===== config.mk =====
export PLATFORM = sky130hd
export DESIGN_NAME = ipcmb_top
export DESIGN_NICKNAME = d
export VERILOG_FILES = /design/src/rtl/ipcmb_pkg.sv /design/src/rtl/ipcmb_lane.sv /design/src/rtl/ipcmb_side.sv /design/src/rtl/ipcmb_top.sv
export SDC_FILE = /design/constraint.sdc
export NUM_CORES = 1
export LEC_CHECK = 0
export CAP_MARGIN = 10
export CORE_ASPECT_RATIO = 0.6
export CORE_MARGIN = 1
export CORE_UTILIZATION = 41
export DETAILED_ROUTE_END_ITERATION = 12
export DONT_BUFFER_PORTS = 1
export GPL_TIMING_DRIVEN = 0
export PLACE_DENSITY_LB_ADDON = 0.1
export SKIP_CTS_REPAIR_TIMING = 1
export SYNTH_ARGS = -nofsm -noshare
export SYNTH_HDL_FRONTEND = slang
export SYNTH_SLANG_ARGS = --single-unit

===== constraint.sdc =====
create_clock -name clk -period 2.1 [get_ports clk]
set_input_delay 0.315 -clock clk [delete_from_list [all_inputs] [get_ports clk]]
set_output_delay 0.315 -clock clk [all_outputs]
set_load 0.05 [all_outputs]

===== src/rtl/ipcmb_pkg.sv =====
package ipcmb_pkg;

    localparam int DW      = 32;
    localparam int AW      = 6;
    localparam int NLANE   = 4;
    localparam int WIDX_W  = AW - 2;

    // nibble bases inside status / control words
    localparam int PEND_MSB  = 31;
    localparam int FULL_MSB  = 27;
    localparam int EMPTY_MSB = 23;
    localparam int REQ_MSB   = 19;

    typedef enum logic [WIDX_W-1:0] {
        RW_TX0  = 4'd0,
        RW_TX1  = 4'd1,
        RW_TX2  = 4'd2,
        RW_TX3  = 4'd3,
        RW_RX0  = 4'd4,
        RW_RX1  = 4'd5,
        RW_RX2  = 4'd6,
        RW_RX3  = 4'd7,
        RW_STAT = 4'd8,
        RW_CTRL = 4'd9
    } reg_word_e;

    typedef logic [NLANE-1:0]         lane_mask_t;
    typedef logic [NLANE-1:0][DW-1:0] word_vec_t;

    typedef struct packed {
        logic          en;
        logic          we;
        logic [AW-1:0] addr;
        logic [DW-1:0] wdata;
    } bus_req_t;

    // enables and requests kept in index order (bit n = index n)
    typedef struct packed {
        lane_mask_t gie;
        lane_mask_t rie;
        lane_mask_t tie;
        lane_mask_t req;
    } ctrl_t;

    // index n <-> bit (3-n) of a nibble
    function automatic lane_mask_t rev4(input lane_mask_t v);
        lane_mask_t r;
        for (int i = 0; i < NLANE; i++) begin
            r[i] = v[NLANE-1-i];
        end
        return r;
    endfunction

    function automatic logic [DW-1:0] pack_status(input lane_mask_t pend,
                                                  input lane_mask_t full,
                                                  input lane_mask_t empty);
        return {rev4(pend), rev4(full), rev4(empty), 20'h0};
    endfunction

    function automatic logic [DW-1:0] pack_ctrl(input ctrl_t c);
        return {rev4(c.gie), rev4(c.rie), rev4(c.tie), rev4(c.req), 16'h0};
    endfunction

endpackage


===== src/rtl/ipcmb_lane.sv =====
module ipcmb_lane
    import ipcmb_pkg::*;
(
    input  logic          clk,
    input  logic          rst,
    input  logic          wr,
    input  logic [DW-1:0] wdata,
    input  logic          rd,
    output logic [DW-1:0] data,
    output logic          full
);

    always_ff @(posedge clk) begin
        if (rst) begin
            data <= '0;
            full <= 1'b0;
        end else if (wr) begin
            data <= wdata;
            full <= 1'b1;
        end else if (rd) begin
            full <= 1'b0;
        end
    end


    wr_sets_full_chk: assert property (@(posedge clk) disable iff (rst)
        wr |=> full);


    rd_drains_chk: assert property (@(posedge clk) disable iff (rst)
        (rd && !wr) |=> !full);


    wr_beats_rd_chk: assert property (@(posedge clk) disable iff (rst)
        (wr && rd) |=> (full && data == $past(wdata)));

endmodule


===== src/rtl/ipcmb_side.sv =====
module ipcmb_side
    import ipcmb_pkg::*;
(
    input  logic          clk,
    input  logic          rst,
    input  bus_req_t      bus,
    output logic [DW-1:0] rdata,
    output logic          irq,
    output lane_mask_t    tx_wr,
    output logic [DW-1:0] tx_wdata,
    input  lane_mask_t    tx_full,
    output lane_mask_t    rx_rd,
    input  word_vec_t     rx_data,
    input  lane_mask_t    rx_full,
    output lane_mask_t    req,
    output lane_mask_t    pend,
    input  lane_mask_t    peer_req,
    input  lane_mask_t    peer_pend
);

    logic [WIDX_W-1:0] widx;
    reg_word_e         word;
    logic              aligned;
    logic              acc_wr;
    logic              acc_rd;
    logic              stat_wr;
    logic              ctrl_wr;
    lane_mask_t        clr_mask;
    lane_mask_t        raise_mask;
    ctrl_t             ctrl_q;
    lane_mask_t        pend_q;

    assign widx    = bus.addr[AW-1:2];
    assign word    = reg_word_e'(widx);
    assign aligned = (bus.addr[1:0] == 2'b00);
    assign acc_wr  = bus.en &  bus.we & aligned;
    assign acc_rd  = bus.en & ~bus.we & aligned;
    assign stat_wr = acc_wr && (word == RW_STAT);
    assign ctrl_wr = acc_wr && (word == RW_CTRL);

    assign clr_mask   = stat_wr ? rev4(bus.wdata[PEND_MSB -: NLANE]) : '0;
    assign raise_mask = ctrl_wr ? rev4(bus.wdata[REQ_MSB  -: NLANE]) : '0;

    generate
        for (genvar n = 0; n < NLANE; n++) begin : g_dec
            assign tx_wr[n] = acc_wr && (widx == WIDX_W'(n));
            assign rx_rd[n] = acc_rd && (widx == WIDX_W'(NLANE + n));
        end
    endgenerate

    assign tx_wdata = bus.wdata;

    always_ff @(posedge clk) begin
        if (rst) begin
            ctrl_q <= '0;
            pend_q <= '0;
        end else begin
            if (ctrl_wr) begin
                ctrl_q.gie <= rev4(bus.wdata[PEND_MSB  -: NLANE]);
                ctrl_q.rie <= rev4(bus.wdata[FULL_MSB  -: NLANE]);
                ctrl_q.tie <= rev4(bus.wdata[EMPTY_MSB -: NLANE]);
            end
            ctrl_q.req <= (ctrl_q.req & ~peer_pend) | raise_mask;
            pend_q     <= (pend_q & ~clr_mask) | peer_req;
        end
    end

    assign req  = ctrl_q.req;
    assign pend = pend_q;

    always_comb begin
        rdata = '0;
        if (acc_rd) begin
            if (widx[WIDX_W-1:2] == 2'b01) begin
                rdata = rx_data[widx[1:0]];
            end else if (word == RW_STAT) begin
                rdata = pack_status(pend_q, rx_full, ~tx_full);
            end else if (word == RW_CTRL) begin
                rdata = pack_ctrl(ctrl_q);
            end
        end
    end

    assign irq = |((pend_q & ctrl_q.gie) | (rx_full & ctrl_q.rie) | (~tx_full & ctrl_q.tie));

    generate
        for (genvar n = 0; n < NLANE; n++) begin : g_chk

            pend_cause_chk: assert property (@(posedge clk) disable iff (rst)
                $rose(pend_q[n]) |-> $past(peer_req[n]));


            req_drop_chk: assert property (@(posedge clk) disable iff (rst)
                (ctrl_q.req[n] && peer_pend[n] && !raise_mask[n]) |=> !ctrl_q.req[n]);


            w1c_clear_chk: assert property (@(posedge clk) disable iff (rst)
                (stat_wr && bus.wdata[PEND_MSB-n] && !peer_req[n]) |=> !pend_q[n]);
        end
    endgenerate


    irq_quiet_chk: assert property (@(posedge clk) disable iff (rst)
        (ctrl_q.gie == '0 && ctrl_q.rie == '0 && ctrl_q.tie == '0) |-> !irq);

endmodule


===== src/rtl/ipcmb_top.sv =====
module ipcmb_top
    import ipcmb_pkg::*;
(
    input  logic          clk,
    input  logic          rst,
    input  logic          a_en,
    input  logic          a_we,
    input  logic [AW-1:0] a_addr,
    input  logic [DW-1:0] a_wdata,
    output logic [DW-1:0] a_rdata,
    output logic          a_irq,
    input  logic          b_en,
    input  logic          b_we,
    input  logic [AW-1:0] b_addr,
    input  logic [DW-1:0] b_wdata,
    output logic [DW-1:0] b_rdata,
    output logic          b_irq
);

    bus_req_t   a_bus, b_bus;
    lane_mask_t a_tx_wr, b_tx_wr, a_rx_rd, b_rx_rd;
    logic [DW-1:0] a_tx_wdata, b_tx_wdata;
    word_vec_t  ab_data, ba_data;
    lane_mask_t ab_full, ba_full;
    lane_mask_t a_req, b_req, a_pend, b_pend;

    assign a_bus = '{en: a_en, we: a_we, addr: a_addr, wdata: a_wdata};
    assign b_bus = '{en: b_en, we: b_we, addr: b_addr, wdata: b_wdata};

    generate
        for (genvar n = 0; n < NLANE; n++) begin : g_lane
            ipcmb_lane i_ab (
                .clk   (clk),
                .rst   (rst),
                .wr    (a_tx_wr[n]),
                .wdata (a_tx_wdata),
                .rd    (b_rx_rd[n]),
                .data  (ab_data[n]),
                .full  (ab_full[n])
            );
            ipcmb_lane i_ba (
                .clk   (clk),
                .rst   (rst),
                .wr    (b_tx_wr[n]),
                .wdata (b_tx_wdata),
                .rd    (a_rx_rd[n]),
                .data  (ba_data[n]),
                .full  (ba_full[n])
            );
        end
    endgenerate

    ipcmb_side i_side_a (
        .clk       (clk),
        .rst       (rst),
        .bus       (a_bus),
        .rdata     (a_rdata),
        .irq       (a_irq),
        .tx_wr     (a_tx_wr),
        .tx_wdata  (a_tx_wdata),
        .tx_full   (ab_full),
        .rx_rd     (a_rx_rd),
        .rx_data   (ba_data),
        .rx_full   (ba_full),
        .req       (a_req),
        .pend      (a_pend),
        .peer_req  (b_req),
        .peer_pend (b_pend)
    );

    ipcmb_side i_side_b (
        .clk       (clk),
        .rst       (rst),
        .bus       (b_bus),
        .rdata     (b_rdata),
        .irq       (b_irq),
        .tx_wr     (b_tx_wr),
        .tx_wdata  (b_tx_wdata),
        .tx_full   (ba_full),
        .rx_rd     (b_rx_rd),
        .rx_data   (ab_data),
        .rx_full   (ab_full),
        .req       (b_req),
        .pend      (b_pend),
        .peer_req  (a_req),
        .peer_pend (a_pend)
    );


    sym_full_chk: assert property (@(posedge clk) disable iff (rst)
        (b_tx_wr != '0) |=> ((ba_full & $past(b_tx_wr)) == $past(b_tx_wr)));

endmodule


==> flow_metrics.env <==
export IMPL_num_rows=53
export IMPL_track_usage=0.255
export IMPL_startpoint_type="input port"
export IMPL_path_clk_slew_ns=0.06
export IMPL_cp_max_fo=10
export IMPL_gr_total_overflow=0
export IMPL_vias=10700
export IMPL_route_antenna_remaining_nets=0
export IMPL_io_pins=148
export IMPL_finalSetupViolCount=6
export IMPL_syn_num_nets=1471
export IMPL_post_route_util=0.498
export IMPL_clock_sinks=304
export IMPL_firstDrtPassIters=9
export IMPL_drtIter0Drc=741
export IMPL_max_stage_delay_ns=0.56
export IMPL_ir_worst_vdd_uv=630
export IMPL_die_y_um=149
export IMPL_wire_per_inst_um=24.8
export IMPL_dp_cells=1856
export IMPL_violations="design-rule violations, negative hold slack, negative setup slack"
export IMPL_io_buffers=0
export IMPL_power_density_nw_per_um2=721
export IMPL_final_cells=1933
export IMPL_regToRegSetupSlack_ns=1.22
export IMPL_layout_commonest_cell="nand2b_1"
export IMPL_critPathBufInv=1
export IMPL_clk_latency_ns=0.57
export IMPL_num_nets_final=1522
export IMPL_worstMarginPinSlew_ns=0.921
export IMPL_wirelength_mm=47.9
export IMPL_finalPower_mw=12.7
export IMPL_crit_chain="or4b_4, or2_4, buf_6, nor2b_2"
export IMPL_ctsHtreeMaxLevel=1
export IMPL_crit_required_ns=1.78
export IMPL_cts_tree="yes"
export IMPL_relSlewSlack=0.386
export IMPL_netlist_area_um2=14800
export IMPL_total_leakage_power_nw=7.34
export IMPL_slew_violations=0
export IMPL_post_route_period_util=1.06
export IMPL_status="complete, but fails checks"
export IMPL_fmax_mhz=450
export IMPL_rsz0062_at_grt="true"
export IMPL_synth_edf_count=0
export IMPL_worst_slack_ns=-0.122
export IMPL_cp_top_family="simple AND/OR/NAND/NOR gates"
export IMPL_place_area_um2=15500
export IMPL_fin_tns_setup_ns=-0.646
export IMPL_gp_congestion=0.872
export IMPL_worstHoldPathType="in -> reg"
export IMPL_netlist_instances=1389
export IMPL_first_global_vias=10600
export IMPL_ys_warnings_count=0
export IMPL_pre_cts_ws_ns=-0.871
export IMPL_synth_cell_types=48
export IMPL_core_area_um2=35300
export IMPL_hold_worst_slack_ns=-0.00705
export IMPL_criticalPathCategory="in -> out"
export IMPL_cts_made_buffers=31
export IMPL_cts_root_buffer="clkbuf_16"
export IMPL_routed_via_density=5.51
export IMPL_drcViolationCount=6
export IMPL_die_area_um2=36900
export IMPL_ys_ff_latch=304
export IMPL_dp_hpwl_mm=34.4
export IMPL_yosysSeqAreaShare=0.411
export IMPL_slowest_stage="or4b_4"
export IMPL_antenna_found_initial=2
export IMPL_cts_path_max_buffers=3
export IMPL_grt_max_degree=16
export IMPL_end_kind="output port"
export IMPL_final_cell_area_um2=17600
export IMPL_start_util=0.420
export IMPL_crit_arrival_ns=1.91
export IMPL_fillers=3224
export IMPL_maxCapViolations=0
export IMPL_avgSynthCellArea_um2=10.7
export IMPL_die_width_um=247
export IMPL_drive_gt1_frac=0.250
export IMPL_final_cell_mix="nand2b_1, dfxtp_1, mux2i_1"
export IMPL_area_delta_synth_final_pct=18.6
export IMPL_hold_viol=4
export IMPL_ys_async_sr_fraction=0
export IMPL_clock_skew_ns=0.00254
export IMPL_synth_flop_cell="dfxtp_1"
export IMPL_fin_crit_ns=2.22
export IMPL_grt_pass1_wl_mm=69.6
[path summary, 6_finish.rpt]
path / end / startpoint / cells past startpoint
hold reg to reg: g_lane[2].i_ab.data[2] / g_lane[2].i_ab.data[2] / 2
setup reg to reg: i_side_a.req[0] / i_side_a.req[0] / 2
setup / recovery: a_rdata[9] / a_we / 4
hold / removal: g_lane[1].i_ab.data[7] / a_wdata[7] / 2
[cell type report]
class / instances / area, um2 / share of cell area
flip-flops and latches: 304 / 6110 / 0.348
clock inverters: 17 / 230 / 0.0131
repair buffers: 20 / 210 / 0.0120
inverters: 13 / 48.8 / 0.00278
multi-input cells: 966 / 8890 / 0.506
plain buffers: 104 / 604 / 0.0344
well taps: 467 / 584 / 0.0332
diodes: 1 / 2.50 / 0.000142
clock buffers: 41 / 893 / 0.0508
[per-layer routing]
metal	global-route usage	routed length [um]	vias to the layer above
met5	0	0	-
met4	0.0497	879	0
met3	0.0597	3250	47
met2	0.357	19600	292
met1	0.393	24200	5349
li1	-	-	4965
[cells in the mapped netlist (all sizes together), types with 2 or more instances]
master	count	share of area
clkbuf	48	0.012
dfxtp	304	0.41
nor3b	6	0.0052
o32ai	8	0.0047
nor4b	2	0.0016
a2111oi	2	0.0012
mux2i	280	0.19
o211ai	8	0.0041
and4	2	0.0012
inv	13	0.0033
a311oi	8	0.0047
or4b	2	0.0019
nand4	5	0.0034
mux4	32	0.049
nand3	5	0.0029
a22o	4	0.0024
and4bb	3	0.0025
buf	58	0.023
nand2b	355	0.15
a221oi	4	0.0024
nor2	12	0.0030
nor2b	34	0.014
a21oi	38	0.013
o41ai	6	0.0041
nand2	25	0.0065
mux2	80	0.061
and3b	2	0.0012
a22oi	31	0.016
and2b	4	0.0020
or2	2	0.0012
[state kept, by name, indices dropped and copies added, names as in the netlist]
| register | cells |
|---|---|
| g_lane.i_ab.data | 128 |
| g_lane.i_ba.full | 4 |
| i_side_a.req | 4 |
| g_lane.i_ba.data | 128 |
| i_side_b.req | 4 |
| i_side_a.pend | 4 |
| i_side_b.ctrl_q | 12 |
| g_lane.i_ab.full | 4 |
| i_side_a.ctrl_q | 12 |
| i_side_b.pend | 4 |
[power breakdown]
group / switching, mW / internal, mW
combinational: 0.478 / 0.289
sequential: 0.00963 / 5.77
clock: 2.50 / 3.61
[worst register-to-register path, stage by stage, from the launching register on]
cell,delay (ns)
dfxtp_1,0.41
inv_1,0.08
o32ai_1,0.29
[cells by family (layout without fill, tap and decap cells)]
group | count (synthesis) | count (layout) | share of synthesized area
buffers and inverters | 119 | 195 | 0.0387
and+or+nand+nor | 462 | 462 | 0.198
AOI/OAI and AO/OA | 112 | 112 | 0.0536
DFF | 304 | 304 | 0.411
other | 0 | 1 | 0
muxes | 392 | 392 | 0.299
(Power assumes the default switching activity.)
